--- config.mk ---
export PLATFORM = sky130hd
export DESIGN_NAME = dsd_dc_guard
export DESIGN_NICKNAME = d
export VERILOG_FILES = /design/src/rtl/dsd_dc_guard.sv
export SDC_FILE = /design/constraint.sdc
export NUM_CORES = 1
export LEC_CHECK = 0
export ABC_AREA = 1
export BUFFER_PORTS_ARGS = -buffer_cell sky130_fd_sc_hd__buf_2
export CAP_MARGIN = 20
export CORE_AREA = 2 2 62 64
export DETAILED_ROUTE_END_ITERATION = 6
export DIE_AREA = 0 0 64 66
export GPL_TIMING_DRIVEN = 0
export PLACE_DENSITY = 0.7
export REMOVE_ABC_BUFFERS = 1
export SLEW_MARGIN = 0
export SYNTH_ARGS = -nofsm -noshare
export SYNTH_HDL_FRONTEND = slang
export SYNTH_SLANG_ARGS = --single-unit
export TNS_END_PERCENT = 20
--- constraint.sdc ---
create_clock -name clk -period 2 [get_ports clk]
set_input_delay 0.1 -clock clk [delete_from_list [all_inputs] [get_ports clk]]
set_output_delay 0.1 -clock clk [all_outputs]
set_load 0.01 [all_outputs]
--- src/rtl/dsd_dc_guard.sv ---
module dsd_dc_guard #(
  parameter int WIN = 28,
  parameter int THR = 24
) (
  input  logic clk,
  input  logic rst,
  input  logic bit_stb,
  input  logic dsd_in,
  input  logic det_en,
  input  logic mute_en,
  output logic dsd_out,
  output logic invalid,
  output logic mute
);
  localparam int CW = $clog2(WIN + 1);
  localparam logic [CW-1:0] HI_LIM = CW'(THR);
  localparam logic [CW-1:0] LO_LIM = CW'(WIN - THR);
  localparam logic [CW-1:0] FULL   = CW'(WIN);

  logic [WIN-1:0] win;
  logic [CW-1:0]  ones, fill;
  logic           idle_ph;

  wire [WIN-1:0] win_nxt  = {win[WIN-2:0], dsd_in};
  wire [CW-1:0]  ones_nxt = ones + CW'(dsd_in) - CW'(win[WIN-1]);
  wire [CW-1:0]  fill_nxt = (fill == FULL) ? fill : fill + 1'b1;
  wire           bad_nxt  = (fill_nxt == FULL) && (ones_nxt > HI_LIM || ones_nxt < LO_LIM);

  always_ff @(posedge clk) begin
    if (rst || !det_en) begin
      win     <= '0;
      ones    <= '0;
      fill    <= '0;
      invalid <= 1'b0;
      mute    <= 1'b0;
    end else if (bit_stb) begin
      win     <= win_nxt;
      ones    <= ones_nxt;
      fill    <= fill_nxt;
      invalid <= bad_nxt;
      mute    <= bad_nxt & mute_en;
    end
  end

  always_ff @(posedge clk) begin
    if (rst)          idle_ph <= 1'b0;
    else if (bit_stb) idle_ph <= ~idle_ph;
  end

  assign dsd_out = invalid ? idle_ph : dsd_in;

  AST_MUTE_NEEDS_INVALID: assert property (@(posedge clk) disable iff (rst)
    mute |-> invalid);
  AST_OFF_QUIET: assert property (@(posedge clk) disable iff (rst)
    !det_en |=> (!invalid && !mute));
  AST_HOLD_NO_STB: assert property (@(posedge clk) disable iff (rst)
    (!bit_stb && det_en) |=> ($stable(invalid) && $stable(mute)));
  AST_IDLE_TOGGLE: assert property (@(posedge clk) disable iff (rst)
    (invalid && bit_stb) |=> (!invalid || dsd_out != $past(dsd_out)));
  AST_FULL_BEFORE_FLAG: assert property (@(posedge clk) disable iff (rst)
    invalid |-> (fill == FULL));
  AST_COUNT_BOUND: assert property (@(posedge clk) disable iff (rst)
    ones <= fill);
endmodule

==> qor.yml, run 1 <==
synth:
  synth_largest_area_cell: "sky130_fd_sc_hd__dfxtp_1"
  netlist.area_leader.share_pct: 44.6
  synth_seq_cells: 41
  synth_enable_flop_cells: 0
  synth.avg_cell_area_um2: 7.07
  yosys-top-cells-count: "93 x sky130_fd_sc_hd__nand2_1, 41 x sky130_fd_sc_hd__dfxtp_1, 37 x sky130_fd_sc_hd__a21oi_1"
  synth_top_flop_cell: "sky130_fd_sc_hd__dfxtp_1"
  yosysUniqueCellTypes: 20
  synth-async-reset-ratio_pct: 0
  synthesis.yosys.warnings: 0
  synth.cell_area_um2: 1840
  most_repeated_cell_in_the_gate_level_netlist_after_synthesis: "sky130_fd_sc_hd__nand2_1"
  ys_seq_area_share_pct: 44.6
  synthCells: 260
  synth_top_cells_by_area: "sky130_fd_sc_hd__dfxtp_1 45%, sky130_fd_sc_hd__nand2_1 19%, sky130_fd_sc_hd__a21oi_1 10%, sky130_fd_sc_hd__inv_1 5.9%, sky130_fd_sc_hd__ha_1 4.8%"
worst_hold_path:
  hold_start: "dsd_in"
  min-delay-path-class: "primary input to flip-flop"
cts:
  clk-insertion-delay-late_ns: 0.34
  clock_sink_count: 41
  cts_root_buffer: "sky130_fd_sc_hd__clkbuf_4"
  clock_tree_from_tritoncts: "done"
  ctsLongestPathBuffers: 2
  htreeDepth: 2
  clock_transition_at_the_registers_of_the_reported_paths_ns: 0.13
  tritoncts.num_buffers: 5
drt:
  drt.antenna.violating_nets: 0
  drcViolationCount: 0
  drt_first_pass_iters: 4
  wl_cell_um: 10.4
  total_routed_length_mm: 3.29
  drt-initial-drc-count: 73
  viasPerCell: 4.94
  routed-via-count: 1570
pwr:
  netSwitchingFraction_pct: 24.6
  design_power_total_uw: 1590
  share_comb_of_total_power_pct: 11.7
  pwr-share-seq_pct: 52.7
  p_clk_share_pct: 35.6
  power.net_switching_uw: 391
  p_per_cell_area_nw_per_um2: 735
  total_leakage_power_uw: 0.000850
  cell_internal_pwr_uw: 1200
  max-vdd-ir-drop_v: 0.000487
floorplan:
  core.rowCount: 22
  start_util_pct: 51.8
  die_y_um: 66
  ios: 9
  fp.dieArea_um2: 4220
  area_of_the_core_um2: 3550
  floorplan.die.width_um: 64
timing:
  fin_crit_sh_pct: 101
  timing_max_transition_violations_final: 0
  timing_hold_violations_final: 0
  max_slew.worst_pin.slew_ns: 0.796
  fmax_ghz: 0.496
  unrepaired_setup_endpoints_after_global_routing: "true"
  final_critical_path_setup_slack_ns: -0.0148
  max_slew_margin_pct: 46.8
  skew_ns: 0.0105
  setup_viol_count_final: 1
  timing.final.crit_period_ns: 2.01
setup_path:
  worstPathMaxFanout: 3
  crit_chain: "inv_2, ha_4, inv_2, ha_4, inv_2, fa_2, inv_2, nand2_2, nand2_4, nand3_2, nand2_2, nand3_2, nand2_2, nand3_2, a21oi_2"
  startpoint: "ones[0]"
  critPathRequiredTime_ns: 2.28
  critical_path.startpoint_type: "flip-flop"
  setup.reg_to_reg.worst_slack_ns: -0.01
  cpLargestDelayFamily: "adder cells"
  critical_path_class: "flip-flop to flip-flop"
  critical_path.most_common_cell: "sky130_fd_sc_hd__inv_2"
  worstPathBufferInverterCount: 4
  critPathArrivalTime_ns: 2.29
  timing.critical_path.to_type: "flip-flop"
  cpMaxStageDelayCell: "sky130_fd_sc_hd__fa_2"
  launch_instance_of_the_worst_register_to_register_path: "ones[0]"
  peak_per_stage_delay_on_the_critical_path_ns: 0.38
placement:
  gp_routability_congestion: 0.809
  port_buffers: 8
  placedInstanceArea_um2: 1920
  place_hpwl_mm: 1.97
global_routing:
  grt.total_usage_pct: 16.6
  grt_first_pass_wirelength_mm: 5.52
  antenna_found_initial: 0
  grt_pass1_vias: 1354
  grt_remaining_overflow: 0
  largest_net_degree_at_the_start_of_global_routing: 42
outcome:
  violations_in_the_final_reports: "setup timing"
  outcome: "complete, but fails checks"
final_layout:
  drive_gt1_share_pct: 18.1
  layout.area.seq_um2: 823
  n_antenna_cell: 0
  final_design_area_no_fill_um2: 2160
  fin_nets: 283
  number_of_filler_cells_placed_in_the_layout: 330
  area_growth_syn_to_layout_pct: 17.3
  multi_input_area_um2: 947
run:
  timing.max_cap.violations: 0
## worst min-delay path, cell delays in order
cell	delay, ns
sky130_fd_sc_hd__buf_2	0.12
sky130_fd_sc_hd__inv_1	0.07
sky130_fd_sc_hd__a211oi_1	0.07
## registers in the layout (all words and copies together) (netlist names)
name,count
win,28
fill,5
ones,5
idle_ph,1
invalid,1
mute,1
## routing by layer
| layer | global-route usage, % | vias to the layer above | routed length [um] |
|---|---|---|---|
| met5 | 0 | - | 0 |
| met4 | 5.71 | 0 | 19 |
| met3 | 5.62 | 2 | 84 |
| met2 | 29.4 | 16 | 1620 |
| met1 | 18.7 | 717 | 1570 |
| li1 | - | 835 | - |
## power by group through the flow
stage          registers, uW  logic (uW)  clock network [uW]
6_report                 836         185                 565
5_1_grt                  838         207                 638
4_1_cts                  836         160                 587
3_5_place_dp             854         140                   0
3_3_place_gp             854         132                   0
2_1_floorplan            852        94.6                   0
## cells by family after synthesis
kind of cell	after synthesis	share of synthesized area, %
adder cells (fa/ha/maj)	8	5.85
AO/OA/AOI/OAI	50	14.6
flip-flops	41	44.6
AND/OR/NAND/NOR	118	25.4
buffers and inverters	41	8.64
XOR/XNOR	2	0.953
## timing repair
item	in CTS	in global routing
gates resized for setup	13	14
setup buffers	2	0
setup endpoints to repair	3	3
pin swaps	7	10
hold buffers	2	0
endpoints found under the hold margin	2	0
## placed cells by master, fill, tap and decap left out, types with 3 or more instances in the layout
cell type,instances
sky130_fd_sc_hd__nand2_1,85
sky130_fd_sc_hd__nor2_1,10
sky130_fd_sc_hd__a211oi_1,3
sky130_fd_sc_hd__o21ai_0,4
sky130_fd_sc_hd__nand2_2,8
sky130_fd_sc_hd__clkbuf_4,5
sky130_fd_sc_hd__a21oi_1,36
sky130_fd_sc_hd__inv_1,25
sky130_fd_sc_hd__dfxtp_1,39
sky130_fd_sc_hd__inv_2,4
sky130_fd_sc_hd__ha_1,5
sky130_fd_sc_hd__nand3_1,7
sky130_fd_sc_hd__buf_2,8
sky130_fd_sc_hd__a21oi_2,3
sky130_fd_sc_hd__nand3_2,4
## metrics by stage
step | cells | util, % | setup TNS, ns | hold slack, ns | worst slack, ns
after floorplan | 248 | - | 0 | 0.172 | 0.0316
after global placement | 304 | 53.2 | -0.278 | 0.289 | -0.145
after detailed placement | 305 | 54.0 | -0.253 | 0.289 | -0.132
after CTS | 317 | 58.8 | -0.0380 | 0.0341 | -0.0380
after global routing | 318 | 60.8 | -0.233 | 0.0169 | -0.111
final | 318 | 60.8 | -0.0148 | 0.0434 | -0.0148
## worst paths after layout
kind                            cells after the start  endpoint
worst max-delay path                               15      mute
worst max register to register                     15      mute
worst min-delay path                                3    win[0]
worst min register to register                      2   win[25]
## final cells by class
class / instances / area share, %
Clock buffer: 6 / 2.38
Clock inverter: 2 / 1.74
Inverter: 29 / 5.04
Multi-Input combinational cell: 178 / 43.9
Sequential cell: 41 / 38.1
Tap cell: 48 / 2.78
Timing Repair Buffer: 14 / 6.03
No activity file was read; power rests on OpenSTA's default activity.
==> run 2: changes to the inputs <==
- ABC_AREA: 1 -> default
- SLEW_MARGIN: 0 -> 20
==> run 2 against run 1 <==
Compared with the run above: the run still ends with setup timing left; highest routed layer unchanged; global-route usage is 1.2 points lower; power is 5.7% lower; die area stayed put; critical path depth is 3 lower; first-iteration DRC count is 29% lower.
==> qor.yml, run 2 <==
setup_path:
  reg2regPathDepth: 12  # -3
  launch_instance_of_the_worst_register_to_register_path: "ones[0]"
  crit-reg2reg-capture: "mute"
  timing.critical_path.to_type: "flip-flop"
  startpoint: "ones[0]"
  critical_path.startpoint_type: "flip-flop"
  critPathArrivalTime_ns: 2.46  # +0.17 ns
  critical_path_class: "flip-flop to flip-flop"
  setup.reg_to_reg.worst_slack_ns: -0.20  # -0.19 ns
  worstPathMaxFanout: 3  # unchanged
  critPathRequiredTime_ns: 2.26  # -0.02 ns
floorplan:
  floorplan.die.width_um: 64  # unchanged
  ios: 9  # unchanged
  fp.dieArea_um2: 4220  # unchanged
  area_of_the_core_um2: 3550  # unchanged
  start_util_pct: 51.8  # about the same
  core.rowCount: 22  # unchanged
  die_y_um: 66  # unchanged
synth:
  yosys-top-cells-count: "42 x sky130_fd_sc_hd__nor2_1, 41 x sky130_fd_sc_hd__dfxtp_1, 32 x sky130_fd_sc_hd__mux2i_1"
  synth.avg_cell_area_um2: 9.39  # +33%
  synth_seq_cells: 41  # unchanged
  ys_seq_area_share_pct: 44.6  # about the same
  synthesis.yosys.warnings: 0  # unchanged
  synth.cell_area_um2: 1840  # about the same
  synth-async-reset-ratio_pct: 0  # unchanged
  synthCells: 196  # -25%
  synth_largest_area_cell: "sky130_fd_sc_hd__dfxtp_1"
  synth_enable_flop_cells: 0  # unchanged
  netlist.area_leader.share_pct: 44.6  # about the same
  synth_top_cells_by_area: "sky130_fd_sc_hd__dfxtp_1 45%, sky130_fd_sc_hd__mux2i_1 17%, sky130_fd_sc_hd__nor2_1 8.6%, sky130_fd_sc_hd__ha_1 4.8%, sky130_fd_sc_hd__xnor2_1 2.9%"
  most_repeated_cell_in_the_gate_level_netlist_after_synthesis: "sky130_fd_sc_hd__nor2_1"
  yosysUniqueCellTypes: 35  # +75%
  synth_top_flop_cell: "sky130_fd_sc_hd__dfxtp_1"
final_layout:
  multi_input_area_um2: 983  # +3.8%
  most_common_cell_after_layout_fill_and_taps_aside: "sky130_fd_sc_hd__nor2_1"
  fin_nets: 220  # -22%
  layout.area.seq_um2: 822  # -0.15%
  area_growth_syn_to_layout_pct: 12.6
  layout_common_cells: "42 x sky130_fd_sc_hd__nor2_1, 40 x sky130_fd_sc_hd__dfxtp_1, 32 x sky130_fd_sc_hd__mux2i_1"
  n_antenna_cell: 0  # unchanged
  top_register: "win"
  number_of_filler_cells_placed_in_the_layout: 307  # -7.0%
  layoutNonFillerInstCount: 255  # -20%
  biggestRegsByFlops: "win x28, fill x5, ones x5"
  drive_gt1_share_pct: 15.5  # -2.7 points
  largest_reg_flops: 28  # unchanged
timing:
  timing_hold_violations_final: 0  # unchanged
  max_slew.worst_pin.slew_ns: 1.04  # +0.240 ns
  setup_viol_count_final: 3  # +2
  final_critical_path_setup_slack_ns: -0.204  # -0.189 ns
  fin_crit_sh_pct: 110  # +9.5 points
  fmax_ghz: 0.454  # -8.6%
  skew_ns: 0.00530  # -0.00523 ns
  final.setup.tns_ns: -0.488  # -0.473 ns
  timing_max_transition_violations_final: 0  # unchanged
  max_slew_margin_pct: 31.0  # -16 points
  unrepaired_setup_endpoints_after_global_routing: "true"
  timing.final.crit_period_ns: 2.20  # +0.189 ns
cts:
  tritoncts.num_buffers: 5  # unchanged
  ctsLongestPathBuffers: 2  # unchanged
  clock_sink_count: 41  # unchanged
  clk-insertion-delay-late_ns: 0.33  # about the same
  clock_transition_at_the_registers_of_the_reported_paths_ns: 0.12  # about the same
  cts_root_buffer: "sky130_fd_sc_hd__clkbuf_4"
  htreeDepth: 2  # unchanged
  clock_tree_from_tritoncts: "done"
placement:
  place_hpwl_mm: 2.02  # +2.1%
  preCtsSetupSlack_ns: -0.395  # -0.263 ns
  port_buffers: 8  # unchanged
  numPlacedInstances: 243  # -20%
  gp_routability_congestion: 0.870  # +7.6%
drt:
  routed-via-count: 1317  # -16%
  drt.antenna.violating_nets: 0  # unchanged
  wl_cell_um: 11.7  # +13%
  viasPerCell: 5.16  # +4.6%
  drt_first_pass_iters: 4  # unchanged
  drcViolationCount: 0  # unchanged
  total_routed_length_mm: 2.98  # -9.6%
  drt-initial-drc-count: 52  # -29%
worst_hold_path:
  worst_hold_path.endpoint: "win[0]"
  hold_path_depth: 3  # unchanged
  min-delay-path-class: "primary input to flip-flop"
  hold_start: "dsd_in"
global_routing:
  grt.total_usage_pct: 15.4  # -1.2 points
  grt_first_pass_wirelength_mm: 5.00  # -9.4%
  largest_net_degree_at_the_start_of_global_routing: 43  # +2.4%
  antenna_found_initial: 0  # unchanged
  grt_remaining_overflow: 0  # unchanged
  grt_pass1_vias: 1203  # -11%
pwr:
  share_comb_of_total_power_pct: 9.7  # -2.0 points
  total_leakage_power_uw: 0.000828  # -2.5%
  p_clk_share_pct: 34.8  # -0.8 points
  netSwitchingFraction_pct: 22.7  # -1.9 points
  pwr-share-seq_pct: 55.5  # +2.8 points
  p_per_cell_area_nw_per_um2: 722  # -1.8%
  max-vdd-ir-drop_v: 0.000415  # -15%
  power.net_switching_uw: 340  # -13%
  design_power_total_uw: 1500  # -5.7%
  cell_internal_pwr_uw: 1160  # -3.3%
run:
  timing.max_cap.violations: 0  # unchanged
outcome:
  outcome: "complete, but fails checks"
  violations_in_the_final_reports: "setup timing"
==> run 2: cell types whose count changed in the layout (fill, tap and decap cells not counted), sizes merged, moves of 3 or more <==
cell	before	now
xnor2	1	6
mux2i	0	32
inv	29	13
nor2	12	42
nand3	11	2
nand2	94	5
a21oi	39	6
a31oi	0	3
o21ai	7	2
nor3	0	4
nand4	0	3
==> run 2: how the worst max path moves through the flow <==
stage / end / slack, ns
after CTS: mute / -0.27
after floorplan: ones[4] / -0.20
after global routing: mute / -0.32
after global placement: mute / -0.31
after detailed placement: mute / -0.39
final: mute / -0.20
==> run 2: metal layers <==
metal  GRT usage (%)  vias up  part of all wire (%)
met5               0        -                     0
met4            5.71        0                   1.4
met3            5.11        4                   3.2
met2            27.2       23                    49
met1            17.3      605                    46
li1                -      685                     -
==> run 2: per-stage QoR <==
stage | hold slack, ns | area [um^2] | util, %
floorplan | 0.172 | 1800 | -
global placement | 0.281 | 1900 | 53.5
detailed placement | 0.292 | 1900 | 53.6
CTS | 0.0663 | 2050 | 57.8
global route | 0.0731 | 2070 | 58.4
finish | 0.0754 | 2070 | 58.4
==> run 2: cells by family (layout without fill, tap and decap cells) <==
| group | count (synthesis) | count (layout) | synth area share, % |
|---|---|---|---|
| adders and majority gates | 8 | 8 | 5.85 |
| buffers and inverters | 22 | 33 | 4.83 |
| muxes | 34 | 34 | 18.6 |
| DFF | 41 | 41 | 44.6 |
| AOI/OAI and AO/OA | 22 | 22 | 8.23 |
| xor gates and xnor gates | 6 | 6 | 2.86 |
| and+or+nand+nor | 63 | 63 | 15.0 |
==> run 2: layout make-up <==
type | instances | area share, %
multi-input cells | 133 | 47.4
flip-flops and latches | 41 | 39.6
repair buffers | 12 | 3.80
well taps | 48 | 2.90
inverters | 13 | 2.35
clock buffers | 6 | 1.99
clock inverters | 2 | 1.87
==> run 2: power by group through the flow <==
stage	Combinational [uW]	Sequential, uW	Clock, uW
after floorplan	87.5	847	0
after global placement	124	848	0
after detailed placement	129	849	0
after CTS	139	831	541
after global routing	159	832	582
final	145	831	521
==> run 2: timing repair <==
item | CTS | global route
setup buffers | 2 | 0
hold buffers | 2 | 0
gates cloned | 0 | 0
pin swaps | 5 | 3
resized for setup | 9 | 4
endpoints found under the hold margin | 2 | 0
endpoints found under the setup margin | 3 | 4
==> run 2: critical path, cell delays in order, from the launching register on <==
cell	delay [ns]
sky130_fd_sc_hd__dfxtp_2	0.35
sky130_fd_sc_hd__inv_2	0.04
sky130_fd_sc_hd__ha_4	0.25
sky130_fd_sc_hd__inv_2	0.04
sky130_fd_sc_hd__ha_4	0.15
sky130_fd_sc_hd__inv_2	0.05
sky130_fd_sc_hd__fa_2	0.20
sky130_fd_sc_hd__buf_6	0.10
sky130_fd_sc_hd__or3b_1	0.35
sky130_fd_sc_hd__o311a_1	0.13
sky130_fd_sc_hd__a31oi_1	0.15
sky130_fd_sc_hd__mux2i_1	0.12
sky130_fd_sc_hd__o31ai_1	0.19
==> run 3: changes to the inputs <==
- RECOVER_POWER: default -> 100
- SLEW_MARGIN: 20 -> 0
==> run 3 against run 2 <==
Compared with the run above: the flow still finishes with violations (setup timing); setup slack got worse by 0.013 ns; core utilization down 0.11 points; sequential share of layout area rose by 0.072 points; register-to-register slack about the same; final cell count rose by 0.39%; highest routed layer unchanged; global-route usage up 0.22 points.
==> qor.yml, run 3 (synthesized netlist as in run 2, its figures left out) <==
outcome:
  outcome: "complete, but fails checks"
  violations_in_the_final_reports: "setup timing"
cts:
  ctsLongestPathBuffers: 2  # unchanged
  tritoncts.num_buffers: 5  # unchanged
  clock_sink_count: 41  # unchanged
  clock_transition_at_the_registers_of_the_reported_paths_ns: 0.12  # about the same
  clock_tree_from_tritoncts: "done"
  clk-insertion-delay-late_ns: 0.34  # about the same
  htreeDepth: 2  # unchanged
  cts_root_buffer: "sky130_fd_sc_hd__clkbuf_4"
drt:
  routed-via-count: 1312  # -0.38%
  total_routed_length_mm: 3.00  # +0.71%
  drt_first_pass_iters: 4  # unchanged
  drt.antenna.violating_nets: 0  # unchanged
  drcViolationCount: 0  # unchanged
  viasPerCell: 5.13  # -0.77%
  wl_cell_um: 11.7  # +0.31%
  drt-initial-drc-count: 68  # +31%
pwr:
  design_power_total_uw: 1500  # +0.31%
  total_leakage_power_uw: 0.000818  # -1.3%
  max-vdd-ir-drop_v: 0.000443  # +6.9%
  p_per_cell_area_nw_per_um2: 725  # +0.50%
floorplan:
  fp.dieArea_um2: 4220  # unchanged
  floorplan.die.width_um: 64  # unchanged
  die_y_um: 66  # unchanged
  core.rowCount: 22  # unchanged
  start_util_pct: 51.8  # unchanged
  ios: 9  # unchanged
  area_of_the_core_um2: 3550  # unchanged
placement:
  preCtsSetupSlack_ns: -0.397  # -0.00208 ns
  place_hpwl_mm: 2.05  # +1.6%
  numPlacedInstances: 244  # +0.41%
  port_buffers: 8  # unchanged
  gp_routability_congestion: 0.870  # unchanged
final_layout:
  n_antenna_cell: 0  # unchanged
  top_register: "win"
  most_common_cell_after_layout_fill_and_taps_aside: "sky130_fd_sc_hd__nor2_1"
  largest_reg_flops: 28  # unchanged
  drive_gt1_share_pct: 13.5  # -2.0 points
  layout_common_cells: "42 x sky130_fd_sc_hd__nor2_1, 40 x sky130_fd_sc_hd__dfxtp_1, 32 x sky130_fd_sc_hd__mux2i_1"
  fin_nets: 221  # +0.45%
  biggestRegsByFlops: "win x28, fill x5, ones x5"
  layoutNonFillerInstCount: 256  # +0.39%
  area_growth_syn_to_layout_pct: 12.4
timing:
  max_slew_margin_pct: 22.1  # -8.9 points
  timing_max_transition_violations_final: 0  # unchanged
  timing.final.crit_period_ns: 2.22  # +0.0129 ns
  skew_ns: 0.00970  # +0.00440 ns
  holdWs_ns: 0.0654  # -0.00994 ns
  fmax_ghz: 0.451  # -0.58%
  setup_viol_count_final: 3  # unchanged
  unrepaired_setup_endpoints_after_global_routing: "true"
  max_slew.worst_pin.slew_ns: 1.17  # +0.133 ns
  fin_crit_sh_pct: 111  # +0.65 points
  timing_hold_violations_final: 0  # unchanged
  final_critical_path_setup_slack_ns: -0.217  # -0.0129 ns
setup_path:
  critical_path_class: "flip-flop to flip-flop"
  worstPathMaxFanout: 3  # unchanged
  critPathRequiredTime_ns: 2.25  # about the same
  timing.critical_path.to_type: "flip-flop"
  critPathArrivalTime_ns: 2.47  # about the same
  critical_path.startpoint_type: "flip-flop"
worst_hold_path:
  min-delay-path-class: "primary input to flip-flop"
global_routing:
  grt.total_usage_pct: 15.7  # +0.22 points
  antenna_found_initial: 0  # unchanged
  largest_net_degree_at_the_start_of_global_routing: 43  # unchanged
  grt_pass1_vias: 1219  # +1.3%
  grt_remaining_overflow: 0  # unchanged
  grt_first_pass_wirelength_mm: 5.09  # +1.7%
run:
  timing.max_cap.violations: 0  # unchanged
-- run 3: power by group --
group | switching, uW | internal [uW] | total, uW
clock network | 259 | 266 | 525
logic | 78.2 | 66.8 | 145
registers | 6.78 | 824 | 831
total | 344 | 1160 | 1500
-- run 3: cell type report --
type                       instances  area, um^2
clock buffer                       6        41.3
fill                             322        1480
inverter                          13        48.8
timing repair buffer              13        78.8
multi-input combinational        133         980
clock inverter                     2        38.8
sequential                        41         822
tap                               48        60.1
-- run 3: critical path, stage by stage, from the launching register on --
cell                      delay [ns]
sky130_fd_sc_hd__dfxtp_2        0.35
sky130_fd_sc_hd__inv_2          0.04
sky130_fd_sc_hd__ha_4           0.25
sky130_fd_sc_hd__inv_2          0.04
sky130_fd_sc_hd__ha_4           0.15
sky130_fd_sc_hd__inv_2          0.05
sky130_fd_sc_hd__fa_2           0.20
sky130_fd_sc_hd__buf_6          0.10
sky130_fd_sc_hd__or3b_1         0.35
sky130_fd_sc_hd__o311a_1        0.13
sky130_fd_sc_hd__a31oi_1        0.15
sky130_fd_sc_hd__mux2i_1        0.12
sky130_fd_sc_hd__o31ai_1        0.19
-- run 3: metrics by stage --
step / cell area (um^2) / TNS (ns) / utilization (%)
4_1_cts: 2080 / -0.596 / 58.5
3_3_place_gp: 1900 / -0.891 / 53.5
6_report: 2070 / -0.506 / 58.3
2_1_floorplan: 1800 / -0.578 / -
5_1_grt: 2070 / -0.836 / 58.3
3_5_place_dp: 1930 / -1.15 / 54.3
-- run 3: worst paths after layout --
kind	start	end	slack (ns)	cells past startpoint
max reg2reg	ones[0]	mute	-0.22	12
min reg2reg	mute	mute	0.48	2
min	dsd_in	win[0]	0.07	3
max	ones[0]	mute	-0.22	12
-- run 3: repair_timing --
action / 4_1_cts / 5_1_grt
buffers inserted: 2 / 0
hold buffers: 2 / 0
endpoints found under the hold margin: 2 / 0
resized for setup: 9 / 4
endpoints found under the setup margin: 3 / 3
pin swaps: 5 / 3
-- run 3: per-layer routing --
metal | track usage, % | vias to the layer above | share of wire (%)
li1 | - | 692 | -
met1 | 17.2 | 604 | 47
met4 | 6.52 | 0 | 0.90
met5 | 0 | - | 0
met3 | 4.60 | 2 | 3.0
met2 | 28.1 | 14 | 49
